$ cat src/rtl/qtlb_pkg.sv
package qtlb_pkg;
   typedef struct packed {
      logic ci;
      logic wt;
      logic grd;
   } qtlb_attr_t;
endpackage

$ cat src/rtl/qtlb_entry.sv
module qtlb_entry
   import qtlb_pkg::*;
#(
   parameter int TAG_W = 20,
   parameter int PPN_W = 20,
   parameter int SUB_N = 4,
   localparam int SUB_W = $clog2(SUB_N)
) (
   input  logic             clk,
   input  logic             rst_n,
   input  logic             inv_all,
   input  logic             ld_we,
   input  logic [TAG_W-1:0] ld_tag,
   input  logic [PPN_W-1:0] ld_ppn,
   input  logic [SUB_N-1:0] ld_mask,
   input  logic             ld_chg,
   input  qtlb_attr_t       ld_attr,
   input  logic             kill,
   input  logic [TAG_W-1:0] lk_tag,
   input  logic [SUB_W-1:0] lk_sub,
   output logic             match,
   output logic [PPN_W-1:0] ppn,
   output logic             chg,
   output qtlb_attr_t       attr
);
   localparam logic [SUB_W-1:0] TOP_SUB = SUB_W'(SUB_N - 1);

   logic             valid_q;
   logic [TAG_W-1:0] tag_q;
   logic [SUB_N-1:0] mask_q;

   // invalidate beats load, load beats eviction
   always_ff @(posedge clk) begin
      if (!rst_n)       valid_q <= 1'b0;
      else if (inv_all) valid_q <= 1'b0;
      else if (ld_we)   valid_q <= 1'b1;
      else if (kill)    valid_q <= 1'b0;
   end

   always_ff @(posedge clk) begin
      if (!rst_n) begin
         tag_q  <= '0;
         ppn    <= '0;
         mask_q <= '0;
         chg    <= 1'b0;
         attr   <= '0;
      end else if (ld_we) begin
         tag_q  <= ld_tag;
         ppn    <= ld_ppn;
         mask_q <= ld_mask;
         chg    <= ld_chg;
         attr   <= ld_attr;
      end
   end

   // highest mask bit answers for the lowest quarter
   assign match = valid_q && (tag_q == lk_tag) && mask_q[TOP_SUB - lk_sub];

   a_r8_inv_clears: assert property (@(posedge clk) disable iff (!rst_n)
      inv_all |=> !valid_q);
   a_r5_kill_evicts: assert property (@(posedge clk) disable iff (!rst_n)
      kill && !ld_we && !inv_all |=> !valid_q);
   a_r7_load_sets: assert property (@(posedge clk) disable iff (!rst_n)
      ld_we && !inv_all |=> valid_q && tag_q == $past(ld_tag));
endmodule

$ cat src/rtl/qtlb_prio.sv
module qtlb_prio #(
   parameter int N = 8,
   localparam int IW = (N > 1) ? $clog2(N) : 1
) (
   input  logic [N-1:0]  req,
   output logic [IW-1:0] idx,
   output logic          any
);
   always_comb begin
      idx = '0;
      for (int i = N - 1; i >= 0; i--) begin
         if (req[i]) idx = IW'(i);
      end
   end
   assign any = |req;
endmodule

$ cat src/rtl/quarter_tlb.sv
module quarter_tlb
   import qtlb_pkg::*;
#(
   parameter int ADDR_W  = 32,
   parameter int PADDR_W = 32,
   parameter int OFF_W   = 12,
   parameter int SUB_N   = 4,
   parameter int ENTRIES = 8,
   localparam int TAG_W  = ADDR_W - OFF_W,
   localparam int PPN_W  = PADDR_W - OFF_W,
   localparam int SUB_W  = $clog2(SUB_N),
   localparam int IDX_W  = (ENTRIES > 1) ? $clog2(ENTRIES) : 1
) (
   input  logic               clk,
   input  logic               rst_n,
   input  logic               ld_en,
   input  logic [IDX_W-1:0]   ld_idx,
   input  logic [TAG_W-1:0]   ld_tag,
   input  logic [PPN_W-1:0]   ld_ppn,
   input  logic [SUB_N-1:0]   ld_mask,
   input  logic               ld_chg,
   input  logic               ld_ci,
   input  logic               ld_wt,
   input  logic               ld_grd,
   input  logic               inv_all,
   input  logic               req_vld,
   input  logic [ADDR_W-1:0]  req_addr,
   input  logic               req_wr,
   output logic               rsp_hit,
   output logic               rsp_miss,
   output logic               rsp_prot_err,
   output logic [PADDR_W-1:0] rsp_paddr,
   output logic               rsp_ci,
   output logic               rsp_wt,
   output logic               rsp_grd
);
   // elaboration-time parameter checks
   if (ENTRIES < 1) begin : g_bad_entries
      $error("quarter_tlb: ENTRIES must be at least 1");
   end
   if (SUB_N < 2 || (1 << SUB_W) != SUB_N) begin : g_bad_sub
      $error("quarter_tlb: SUB_N must be a power of two >= 2");
   end
   if (OFF_W <= SUB_W || OFF_W >= ADDR_W || OFF_W >= PADDR_W) begin : g_bad_off
      $error("quarter_tlb: OFF_W out of range");
   end

   qtlb_attr_t             ld_attr;
   logic [TAG_W-1:0]       lk_tag;
   logic [SUB_W-1:0]       lk_sub;
   logic [ENTRIES-1:0]     e_match, e_chg, e_kill;
   logic [PPN_W-1:0]       e_ppn  [ENTRIES];
   qtlb_attr_t             e_attr [ENTRIES];
   logic [IDX_W-1:0]       sel;
   logic                   any;
   logic                   viol, hit_d;
   logic [PPN_W-1:0]       sel_ppn;
   qtlb_attr_t             sel_attr;

   assign ld_attr = '{ci: ld_ci, wt: ld_wt, grd: ld_grd};
   assign lk_tag  = req_addr[ADDR_W-1:OFF_W];
   assign lk_sub  = req_addr[OFF_W-1 -: SUB_W];

   for (genvar g = 0; g < ENTRIES; g++) begin : g_slot
      qtlb_entry #(.TAG_W(TAG_W), .PPN_W(PPN_W), .SUB_N(SUB_N)) u_entry (
         .clk     (clk),
         .rst_n   (rst_n),
         .inv_all (inv_all),
         .ld_we   (ld_en && (ld_idx == IDX_W'(g))),
         .ld_tag  (ld_tag),
         .ld_ppn  (ld_ppn),
         .ld_mask (ld_mask),
         .ld_chg  (ld_chg),
         .ld_attr (ld_attr),
         .kill    (e_kill[g]),
         .lk_tag  (lk_tag),
         .lk_sub  (lk_sub),
         .match   (e_match[g]),
         .ppn     (e_ppn[g]),
         .chg     (e_chg[g]),
         .attr    (e_attr[g])
      );
   end

   qtlb_prio #(.N(ENTRIES)) u_prio (
      .req (req_vld ? e_match : '0),
      .idx (sel),
      .any (any)
   );

   assign sel_ppn  = e_ppn[sel];
   assign sel_attr = e_attr[sel];
   assign viol     = any && req_wr && !e_chg[sel];
   assign hit_d    = any && !viol;

   always_comb begin
      e_kill = '0;
      if (viol) e_kill[sel] = 1'b1;
   end

   always_ff @(posedge clk) begin
      if (!rst_n) begin
         rsp_hit      <= 1'b0;
         rsp_miss     <= 1'b0;
         rsp_prot_err <= 1'b0;
         rsp_paddr    <= '0;
         rsp_ci       <= 1'b0;
         rsp_wt       <= 1'b0;
         rsp_grd      <= 1'b0;
      end else begin
         rsp_hit      <= hit_d;
         rsp_miss     <= req_vld && !any;
         rsp_prot_err <= viol;
         rsp_paddr    <= hit_d ? {sel_ppn, req_addr[OFF_W-1:0]} : '0;
         rsp_ci       <= hit_d && sel_attr.ci;
         rsp_wt       <= hit_d && sel_attr.wt;
         rsp_grd      <= hit_d && sel_attr.grd;
      end
   end

   a_r3_one_outcome: assert property (@(posedge clk) disable iff (!rst_n)
      $onehot0({rsp_hit, rsp_miss, rsp_prot_err}));
   a_r6_idle_quiet: assert property (@(posedge clk) disable iff (!rst_n)
      !req_vld |=> !(rsp_hit || rsp_miss || rsp_prot_err));
   a_r2_offset_kept: assert property (@(posedge clk) disable iff (!rst_n)
      req_vld |=> !rsp_hit || rsp_paddr[OFF_W-1:0] == $past(req_addr[OFF_W-1:0]));
   a_r2_zero_when_no_hit: assert property (@(posedge clk) disable iff (!rst_n)
      !rsp_hit |-> rsp_paddr == '0 && !rsp_ci && !rsp_wt && !rsp_grd);
   a_r9_read_no_err: assert property (@(posedge clk) disable iff (!rst_n)
      req_vld && !req_wr |=> !rsp_prot_err);
   a_r4_lowest_wins: assert property (@(posedge clk) disable iff (!rst_n)
      req_vld && any |-> e_match[sel] && ((e_match & ((ENTRIES'(1) << sel) - 1'b1)) == '0));
endmodule

$ cat config.mk
export PLATFORM = sky130hd
export DESIGN_NAME = quarter_tlb
export DESIGN_NICKNAME = d
export VERILOG_FILES = /design/src/rtl/qtlb_pkg.sv /design/src/rtl/qtlb_entry.sv /design/src/rtl/qtlb_prio.sv /design/src/rtl/quarter_tlb.sv
export SDC_FILE = /design/constraint.sdc
export NUM_CORES = 1
export LEC_CHECK = 0
export ABC_AREA = 0
export BUFFER_PORTS_ARGS = -buffer_cell sky130_fd_sc_hd__buf_2
export CORE_ASPECT_RATIO = 1.25
export CORE_MARGIN = 2
export CORE_UTILIZATION = 55
export DETAILED_ROUTE_END_ITERATION = 12
export PLACE_DENSITY = 0.73
export SYNTH_ARGS = -nofsm -noshare
export SYNTH_HDL_FRONTEND = slang
export SYNTH_SLANG_ARGS = --single-unit
export TNS_END_PERCENT = 1
$ cat constraint.sdc
create_clock -name clk -period 5.6 [get_ports clk]
set_input_delay 1.12 -clock clk [delete_from_list [all_inputs] [get_ports clk]]
set_output_delay 1.12 -clock clk [all_outputs]
set_load 0.005 [all_outputs]
==> results of run 1 <==
==> final timing paths <==
| check | from | to | depth (start not counted) |
|---|---|---|---|
| max | req_addr[25] | rsp_paddr[31] | 12 |
| min | g_slot[7].u_entry.mask_q[3] | g_slot[7].u_entry.mask_q[3] | 2 |
| max reg2reg | g_slot[5].u_entry.tag_q[6] | rsp_paddr[31] | 11 |
| min reg2reg | g_slot[7].u_entry.mask_q[3] | g_slot[7].u_entry.mask_q[3] | 2 |
==> flip-flops by register name, summed over array words and instances (netlist names) <==
signal and cells:
rsp_hit 1, g_slot.u_entry.chg 8, g_slot.u_entry.mask_q 32, rsp_miss 1, g_slot.u_entry.attr 24, rsp_ci 1, rsp_wt 1, rsp_paddr 32
g_slot.u_entry.ppn 160, g_slot.u_entry.tag_q 160, rsp_prot_err 1, g_slot.u_entry.valid_q 8, rsp_grd 1
==> worst max-delay path: stages <==
cell	delay, ns
buf_2	0.30
xor2_1	0.15
nor4_1	0.30
nand4_1	0.25
or4_4	0.60
a311oi_4	0.51
o21ai_4	0.10
buf_4	0.20
a21boi_2	0.20
o311ai_4	0.35
buf_4	0.31
o21ba_2	0.19
==> layout make-up <==
type	instances	area share (%)
well taps	474	2.71
clock inverters	10	0.538
clock buffers	65	6.04
multi-input cells	1763	46.9
repair buffers	159	4.05
inverters	25	0.429
diodes	1	0.0114
flip-flops and latches	430	39.3
==> routing by layer <==
layer | share of wire (%) | wire length [um] | up-vias | global-route usage [%]
li1 | - | - | 8014 | -
met1 | 40 | 26800 | 8214 | 42.9
met2 | 50 | 33400 | 637 | 61.7
met3 | 5.9 | 3970 | 174 | 4.32
met4 | 4.8 | 3230 | 2 | 17.0
met5 | 0.021 | 14 | - | 0
==> synth_stat cells (7+ instances only) <==
cell	count	area share, %
buf_1	8	0.15
dfxtp_1	430	43
nor3_1	10	0.25
nand3_1	18	0.45
nor2b_1	7	0.22
nor4_1	39	1.2
mux2i_1	36	1.8
xor2_1	90	4.0
and3_1	15	0.47
inv_1	24	0.45
a21oi_1	17	0.43
a31oi_1	20	0.63
buf_4	47	1.8
or4_1	9	0.34
nand2_1	841	16
or2_2	19	0.60
nor2_1	47	0.89
a21boi_0	385	15
xnor2_1	73	3.2
mux2_2	14	0.79
a222oi_1	16	0.81
clkbuf_1	139	2.6
nand4_1	33	1.0
buf_2	17	0.43
==> report_power, final <==
group          internal [uW]  total (uW)  switching [uW]
logic                    161         513             352
clock network           1720        2950            1230
registers               3120        3160            38.1
==> cell usage in the layout (no fill, tap or decap), types with 24 or more instances in the layout <==
cell and n:
xnor2_1 73, nor4_1 39, buf_4 33, nor2_1 41, inv_1 24, mux2i_1 36
xor2_1 90, dfxtp_1 430, clkbuf_16 45, buf_2 125, a21boi_0 385, nand4_1 33
nand2_1 838
==> kinds of logic (layout without fill, tap and decap cells) <==
family / after synthesis / count (layout) / synth area share (%)
multiplexers: 50 / 50 / 2.61
buffers and inverters: 241 / 259 / 5.67
XOR/XNOR: 163 / 163 / 7.18
flip-flops: 430 / 430 / 43.3
AO/OA/AOI/OAI: 479 / 479 / 18.4
other: 0 / 1 / 0
AND/OR/NAND/NOR: 1071 / 1071 / 22.8
==> stage by stage <==
stage          utilization (%)  instances  cell area (um2)
2_1_floorplan                -       2434            19900
3_3_place_gp              57.6       2851            20400
3_5_place_dp              57.6       2851            20400
4_1_cts                   61.7       2926            21900
5_1_grt                   61.7       2927            21900
6_report                  61.7       2927            21900
==> impl_metrics.env, run 1 <==
export IMPL_crit_path_start_kind="primary input"
export IMPL_cts_repair_resize_count=0
export IMPL_rows=77
export IMPL_cts_tree="yes"
export IMPL_drtIter0Drc=1426
export IMPL_dp_final_hpwl_um=44400
export IMPL_maxSlewViolCount=0
export IMPL_leakage_uw=0.00751
export IMPL_fmax_ghz=0.241
export IMPL_numCtsBuffers=44
export IMPL_power_density_mw_per_mm2=303
export IMPL_synthArstFlopShare_pct=0
export IMPL_htree_levels=2
export IMPL_finalCriticalPeriod_ns=4.15
export IMPL_gp_congestion=0.980
export IMPL_ys_warnings_count=0
export IMPL_seq_area_mm2=0.00861
export IMPL_maxCapViolations=0
export IMPL_finalCritPeriodShare_pct=74.2
export IMPL_clk_latency_ns=0.56
export IMPL_pin_count=127
export IMPL_grt_pass1_vias=16900
export IMPL_ir_drop_mv=0.371
export IMPL_mappedNetlistArea_mm2=0.0199
export IMPL_syn_nets=2523
export IMPL_area_growth_pct=10.1
export IMPL_setup_tns_ns=0
export IMPL_status="finished, final reports clean"
export IMPL_yosysSeqAreaShare_pct=43.3
export IMPL_via_count=17000
export IMPL_holdBufCountCts=0
export IMPL_detail_route_wl_per_cell_um=23.0
export IMPL_cts_setup_buffers=0
export IMPL_slew_headroom_pct=13.9
export IMPL_hp_class="flip-flop to flip-flop"
export IMPL_die_area_mm2=0.0377
export IMPL_worstMarginPinSlew_ns=1.29
export IMPL_grt_pass1_wl_um=101000
export IMPL_finalSetupViolCount=0
export IMPL_antenna_found_initial=2
export IMPL_multi_input_area_mm2=0.0103
export IMPL_nFillCells=3227
export IMPL_root_buffer="clkbuf_16"
export IMPL_start_util_pct=56.0
export IMPL_synth_seq_cells=430
export IMPL_core_area_mm2=0.0355
export IMPL_fin_ws_ns=1.45
export IMPL_fin_total_pwr_uw=6620
export IMPL_hold_viol_final=0
export IMPL_nets=2512
export IMPL_die_width_um=174
export IMPL_clk_pin_slew_ns=0.06
export IMPL_critPathMaxFanout=18
export IMPL_r2r_setup_slack_ns=1.89
export IMPL_rsz0062_at_grt="no"
export IMPL_gr_usage_all_layers_pct=35.2
export IMPL_ys_flop_type="dfxtp_1"
export IMPL_ant_nets=0
export IMPL_holdWs_ns=0.463
export IMPL_drt_wl_total_um=67400
export IMPL_synth_edf_count=0
export IMPL_finClkSkew_ns=0.0199
export IMPL_die_y_um=217
export IMPL_grt_max_degree=164
export IMPL_cp_end_kind="flip-flop"
export IMPL_grt_overflow_total=0
export IMPL_syn_inst=2434
export IMPL_clockBufferDepth=3
export IMPL_via_per_inst=5.82
export IMPL_path_class="primary input to flip-flop"
export IMPL_cts_num_sinks=430
export IMPL_place_ws_ns=0.985
export IMPL_dr_pass1_iters=6
export IMPL_drc=0
export IMPL_synth_avg_cell_area_um2=8.16
export IMPL_worstPathRequired_ns=6.04
export IMPL_cp_arrival_ns=4.60
export IMPL_layout_drive_gt1_share_pct=11.8
export IMPL_port_buffers=126
export IMPL_ys_types=65
No activity file was read; power rests on OpenSTA's default activity.
==> run 2, diff against run 1 <==
--- a/config.mk
+++ b/config.mk
@@ -11,7 +11,7 @@
 export CORE_MARGIN = 2
 export CORE_UTILIZATION = 55
 export DETAILED_ROUTE_END_ITERATION = 12
-export PLACE_DENSITY = 0.73
+export PLACE_DENSITY = 0.76
 export SYNTH_ARGS = -nofsm -noshare
 export SYNTH_HDL_FRONTEND = slang
 export SYNTH_SLANG_ARGS = --single-unit
==> constraint.sdc (replaced) <==
create_clock -name clk -period 3.3 [get_ports clk]
set_input_delay 0.66 -clock clk [delete_from_list [all_inputs] [get_ports clk]]
set_output_delay 0.66 -clock clk [all_outputs]
set_load 0.005 [all_outputs]
==> impl_metrics.env, run 2 (same netlist as run 1, synthesis figures left out) <==
export IMPL_fmax_ghz=0.305
export IMPL_power_density_mw_per_mm2=487
export IMPL_antenna_found_initial=2
export IMPL_critical_path_cell_chain="xor2_1, nor4_1, nand4_1, or4_4, a311oi_4, buf_4, mux2i_1, nor3_2, o311ai_4, buf_6, a31oi_1"
export IMPL_multi_input_area_mm2=0.0103
export IMPL_status="finished, final reports clean"
export IMPL_p_sw_uw=2740
export IMPL_grt_max_degree=129
export IMPL_pwr_share_seq_pct=47.2
export IMPL_crit_path_start_kind="flip-flop"
export IMPL_p_clk_share_pct=44.0
export IMPL_htree_levels=2
export IMPL_finalSetupViolCount=0
export IMPL_nets=2675
export IMPL_via_per_inst=5.73
export IMPL_path_class="flip-flop to flip-flop"
export IMPL_slowest_stage="or4_4"
export IMPL_detail_route_wl_per_cell_um=20.9
export IMPL_clk_latency_ns=0.55
export IMPL_fin_ws_ns=0.0225
export IMPL_crit_buf_inv=2
export IMPL_area_growth_pct=17.2
export IMPL_gr_usage_all_layers_pct=33.5
export IMPL_finalCriticalPeriod_ns=3.28
export IMPL_cts_num_sinks=430
export IMPL_cp_end_kind="flip-flop"
export IMPL_internal_power_uw=8600
export IMPL_cts_setup_buffers=0
export IMPL_port_buffers=126
export IMPL_maxCapViolations=0
export IMPL_grt_overflow_total=0
export IMPL_die_area_mm2=0.0377
export IMPL_final_cell_mix="838 x nand2_1, 430 x dfxtp_1, 385 x a21boi_0, 181 x buf_4, 125 x buf_2"
export IMPL_holdWs_ns=0.319
export IMPL_largestRegisters="g_slot.u_entry.ppn (160), g_slot.u_entry.tag_q (160)"
export IMPL_mostFrequentLayoutCell="nand2_1"
export IMPL_core_area_mm2=0.0355
export IMPL_slowest_delay_ns=0.54
export IMPL_fin_cells=3092
export IMPL_clk_pin_slew_ns=0.06
export IMPL_dpl_cell_count=3015
export IMPL_worstPathRequired_ns=3.72
export IMPL_drtIter0Drc=1357
export IMPL_pin_count=127
export IMPL_die_width_um=174
export IMPL_via_count=17700
export IMPL_grt_pass1_wl_um=97900
export IMPL_switching_share_pct=24.2
export IMPL_dr_pass1_iters=6
export IMPL_finalCritPeriodShare_pct=99.3
export IMPL_dp_final_hpwl_um=42900
export IMPL_drc=0
export IMPL_root_buffer="clkbuf_16"
export IMPL_leakage_uw=0.00836
export IMPL_seq_area_mm2=0.00861
export IMPL_rows=77
export IMPL_place_ws_ns=-0.481
export IMPL_cp_top_family="simple AND/OR/NAND/NOR gates"
export IMPL_maxSlewViolCount=0
export IMPL_combPwrFrac_pct=8.8
export IMPL_hp_class="primary input to flip-flop"
export IMPL_gp_congestion=1.01
export IMPL_slew_headroom_pct=47.0
export IMPL_cp_arrival_ns=3.69
export IMPL_hold_viol_final=0
export IMPL_nFillCells=3010
export IMPL_ant_nets=0
export IMPL_clockBufferDepth=3
export IMPL_start_util_pct=56.0
export IMPL_ir_drop_mv=0.512
export IMPL_critPathMaxFanout=17
export IMPL_rsz0062_at_grt="yes"
export IMPL_grt_pass1_vias=17900
export IMPL_holdBufCountCts=0
export IMPL_worstMarginPinSlew_ns=0.796
export IMPL_cts_tree="yes"
export IMPL_finClkSkew_ns=0.00954
export IMPL_layout_drive_gt1_share_pct=17.5
export IMPL_drt_wl_total_um=64500
export IMPL_numCtsBuffers=43
export IMPL_die_y_um=217
-- run 2: changes by cell type in the layout (fill, tap and decap cells not counted), sizes merged --
cell,before,now
clkinvlp,1,4
inv,25,26
clkinv,7,5
bufinv,2,3
buf,158,322
clkbuf,66,64
-- run 2: worst paths after layout --
kind,startpoint,end,slack (ns),depth (start not counted)
min reg2reg,g_slot[2].u_entry.mask_q[0],g_slot[2].u_entry.mask_q[0],0.46,2
max reg2reg,g_slot[5].u_entry.tag_q[0],rsp_paddr[22],0.02,11
max,g_slot[5].u_entry.tag_q[0],rsp_paddr[22],0.02,11
min,req_addr[9],rsp_paddr[9],0.32,3
-- run 2: through the flow --
step           power, uW  TNS [ns]  util, %  cell area, um2
6_report           11300         0     65.7           23300
5_1_grt            11600     -3.62     65.7           23300
4_1_cts            11400  -0.00176     65.7           23300
3_5_place_dp        6440    -18.92     61.6           21800
3_3_place_gp        6410    -17.94     61.6           21800
2_1_floorplan       6020     -7.43        -           19900
-- run 2: timing repair --
action | CTS | global route
pin swaps | 0 | 1
gates cloned | 0 | 0
setup endpoints to repair | 1 | 39
resized for setup | 1 | 3
-- run 2: final cells by class --
cell class	count	area share, %
timing repair buffer	323	9.88
clock buffer	63	5.47
clock inverter	13	0.677
inverter	25	0.403
multi-input combinational	1763	44.1
antenna	1	0.0107
sequential	430	37.0
tap	474	2.55
-- run 2: worst min-delay path, delay by kind of cell --
| kind | cells | cell delay (ns) |
|---|---|---|
| buf+inv | 2 | 0.13 |
| simple gates | 1 | 0.03 |
-- run 2: layer usage --
metal / GRT usage (%) / part of all wire (%)
met5: 0 / 0.020
met4: 19.7 / 6.0
met3: 4.95 / 6.2
met2: 59.1 / 49
met1: 38.5 / 39
-- run 2: power groups by stage --
stage          Sequential [uW]  Combinational, uW  Clock [uW]
6_report                  5350                992        4990
5_1_grt                   5360               1050        5220
4_1_cts                   5350                976        5040
3_5_place_dp              5470                971           0
3_3_place_gp              5460                952           0
2_1_floorplan             5450                574           0
==> run 3, diff against run 2 <==
--- a/config.mk
+++ b/config.mk
@@ -11,8 +11,11 @@
 export CORE_MARGIN = 2
 export CORE_UTILIZATION = 55
 export DETAILED_ROUTE_END_ITERATION = 12
+export MAX_ROUTING_LAYER = met4
 export PLACE_DENSITY = 0.76
+export RECOVER_POWER = 25
 export SYNTH_ARGS = -nofsm -noshare
 export SYNTH_HDL_FRONTEND = slang
+export SYNTH_HIERARCHICAL = 1
 export SYNTH_SLANG_ARGS = --single-unit
 export TNS_END_PERCENT = 1
==> impl_metrics.env, run 3 <==
export IMPL_status="finished, violations left"
export IMPL_synth_most_common_cell="dfxtp_1"
export IMPL_finalCritPeriodShare_pct=110
export IMPL_ir_drop_mv=0.426
export IMPL_dpl_cell_count=2356
export IMPL_finClkSkew_ns=0.0106
export IMPL_holdWs_ns=0.343
export IMPL_power_density_mw_per_mm2=494
export IMPL_cts_num_sinks=430
export IMPL_cp_end_kind="flip-flop"
export IMPL_rows=76
export IMPL_holdBufCountCts=0
export IMPL_final_cell_mix="428 x dfxtp_1, 393 x mux2i_1, 389 x nor2b_1, 124 x buf_2, 88 x xor2_1"
export IMPL_dp_final_hpwl_um=28400
export IMPL_clk_pin_slew_ns=0.06
export IMPL_crit_path_start_kind="flip-flop"
export IMPL_synthArstFlopShare_pct=0
export IMPL_synth_top_area_share_pct=44.3
export IMPL_yosysSeqAreaShare_pct=44.3
export IMPL_syn_nets=1860
export IMPL_path_class="flip-flop to flip-flop"
export IMPL_via_per_inst=5.33
export IMPL_crit_top_cell="nor4_2"
export IMPL_htree_levels=2
export IMPL_grt_pass1_vias=13500
export IMPL_worstHoldEndpoint="rsp_paddr[5]"
export IMPL_r2r_end="g_slot[0].u_entry/valid_q"
export IMPL_nets=2024
export IMPL_fin_cells=2438
export IMPL_grt_max_degree=247
export IMPL_ys_warnings_count=6
export IMPL_layout_drive_gt1_share_pct=19.8
export IMPL_synth_edf_count=0
export IMPL_yosysTopAreaCell="dfxtp_1"
export IMPL_hp_class="primary input to flip-flop"
export IMPL_port_buffers=126
export IMPL_clockBufferDepth=3
export IMPL_ys_types=44
export IMPL_fin_total_pwr_uw=11200
export IMPL_slowest_stage="mux4_2"
export IMPL_synth_avg_cell_area_um2=11.0
export IMPL_r2r_setup_slack_ns=-0.33
export IMPL_critPathMaxFanout=5
export IMPL_die_y_um=214
export IMPL_grt_overflow_total=0
export IMPL_rsz0062_at_grt="yes"
export IMPL_die_width_um=172
export IMPL_leakage_uw=0.00772
export IMPL_largestRegisters="g_slot.u_entry/ppn (160), g_slot.u_entry/tag_q (160)"
export IMPL_mappedNetlistArea_mm2=0.0194
export IMPL_worstMarginPinSlew_ns=2.20
export IMPL_maxSlewViolCount=150
export IMPL_worstPathRequired_ns=3.73
export IMPL_setup_tns_ns=-8.57
export IMPL_drtIter0Drc=697
export IMPL_hold_viol_final=0
export IMPL_start_util_pct=56.1
export IMPL_syn_inst=1771
export IMPL_grt_pass1_wl_um=73100
export IMPL_hold_start="req_addr[5]"
export IMPL_antenna_found_initial=3
export IMPL_core_area_mm2=0.0346
export IMPL_reg2reg_depth=14
export IMPL_numCtsBuffers=43
export IMPL_root_buffer="clkbuf_16"
export IMPL_crit_buf_inv=1
export IMPL_hold_depth=2
export IMPL_cp_arrival_ns=4.05
export IMPL_fin_ws_ns=-0.327
export IMPL_detail_route_wl_per_cell_um=18.8
export IMPL_yosys_top_cells_area="dfxtp_1 44%, mux2i_1 20%, nor2b_1 13%, mux4_2 5.2%, xor2_1 4.0%"
export IMPL_slowest_delay_ns=0.55
export IMPL_dr_pass1_iters=5
export IMPL_cp_top_family="simple AND/OR/NAND/NOR gates"
export IMPL_drc=0
export IMPL_worstSetupPathDepth=14
export IMPL_cts_tree="yes"
export IMPL_pin_count=127
export IMPL_clk_latency_ns=0.54
export IMPL_ys_flop_type="dfxtp_1"
export IMPL_finalCriticalPeriod_ns=3.63
export IMPL_fmax_ghz=0.276
export IMPL_via_count=13000
export IMPL_mostFrequentLayoutCell="dfxtp_1"
export IMPL_drt_wl_total_um=46000
export IMPL_finalSetupViolCount=45
export IMPL_slew_headroom_pct=-46.4
export IMPL_area_growth_pct=16.4
export IMPL_gp_congestion=0.898
export IMPL_violations="max-capacitance violations, max-slew violations, negative setup slack"
export IMPL_worst_r2r_startpoint="g_slot[5].u_entry/tag_q[6]"
export IMPL_synth_top_cells_by_count="430 x dfxtp_1, 393 x mux2i_1, 389 x nor2b_1"
export IMPL_maxCapViolations=3
export IMPL_nFillCells=2750
export IMPL_ant_nets=0
export IMPL_gr_usage_all_layers_pct=25.7
export IMPL_synth_seq_cells=430
export IMPL_critical_path_cell_chain="xor2_1, nor4_2, nand3_1, nor4_2, and2_4, a21oi_2, o41ai_4, mux4_2, and2_4, or3_4, nor4_2, inv_1, a21oi_2, nor3b_1"
export IMPL_die_area_mm2=0.0368
[run 3: cell count changes in the layout (fill, tap and decap cells not counted), sizes merged, moves of 17 or more]
cell and delta:
mux2i +357, nor2b +382, mux4 +45, nor2 -35, buf -97, nand4 -17
nand2 -796, or2 -19, a31oi -20, a21boi -386
[run 3: area by class of cell]
cell class / count / area, um2 / share of cell area [%]
repair buffers: 230 / 1550 / 6.84
flip-flops and latches: 430 / 8610 / 38.1
well taps: 468 / 586 / 2.59
multi-input cells: 1216 / 10400 / 45.8
inverters: 14 / 52.6 / 0.232
clock inverters: 8 / 119 / 0.526
diodes: 3 / 7.51 / 0.0332
clock buffers: 69 / 1330 / 5.87
[run 3: how the worst max path moves through the flow]
stage | endpoint | start | slack [ns]
3_5_place_dp | g_slot[1].u_entry/valid_q | req_addr[19] | -0.93
6_report | g_slot[0].u_entry/valid_q | g_slot[5].u_entry/tag_q[6] | -0.33
3_3_place_gp | g_slot[0].u_entry/valid_q | req_addr[19] | -0.87
5_1_grt | g_slot[0].u_entry/valid_q | g_slot[7].u_entry/tag_q[15] | -0.49
2_1_floorplan | g_slot[1].u_entry/valid_q | req_addr[19] | -0.31
4_1_cts | g_slot[1].u_entry/valid_q | g_slot[5].u_entry/tag_q[6] | -0.30
[run 3: what timing repair did]
action,in CTS,in global routing
cloned,1,0
buffers inserted,1,0
pin swaps,11,0
gates resized for setup,11,3
setup endpoints to repair,45,45
[run 3: routing by layer]
layer | share of wire (%) | GRT usage [%] | routed length [um] | up-vias
li1 | - | - | - | 6379
met1 | 43 | 31.2 | 19800 | 6304
met2 | 50 | 43.7 | 23100 | 225
met3 | 3.8 | 3.93 | 1750 | 76
met4 | 2.9 | 8.24 | 1310 | 0
met5 | 0 | - | 0 | -
[run 3: cells by family (layout without fill, tap and decap cells)]
group                     count (synthesis)  count (layout)  synth area share [%]
other                                     0               3                     0
DFF                                     430             430                  44.3
AOI/OAI and AO/OA                        51              51                  1.75
xor gates and xnor gates                160             160                  7.21
buffers and inverters                   126             321                  3.13
muxes                                   441             441                  25.6
and+or+nand+nor                         563             564                  18.0
[run 3: per-stage QoR]
step | utilization, % | instance area [um2] | worst slack (ns)
5_1_grt | 65.3 | 22600 | -0.490
4_1_cts | 65.4 | 22600 | -0.301
3_5_place_dp | 61.1 | 21100 | -0.928
2_1_floorplan | - | 19500 | -0.312
6_report | 65.3 | 22600 | -0.327
3_3_place_gp | 61.1 | 21100 | -0.872
[run 3: worst register-to-register path: stages, from the launching register on]
cell	delay (ns)
dfxtp_2	0.33
xor2_1	0.16
nor4_2	0.44
nand3_1	0.17
nor4_2	0.30
and2_4	0.19
a21oi_2	0.04
o41ai_4	0.34
mux4_2	0.55
and2_4	0.16
or3_4	0.43
nor4_2	0.15
inv_1	0.09
a21oi_2	0.12
nor3b_1	0.06
[run 3: where the power goes]
group	switching [uW]	internal (uW)	leakage (uW)
combinational	429	400	0.00353
sequential	59.6	5290	0.00348
clock	1990	2980	0.000711
total	2480	8680	0.00772
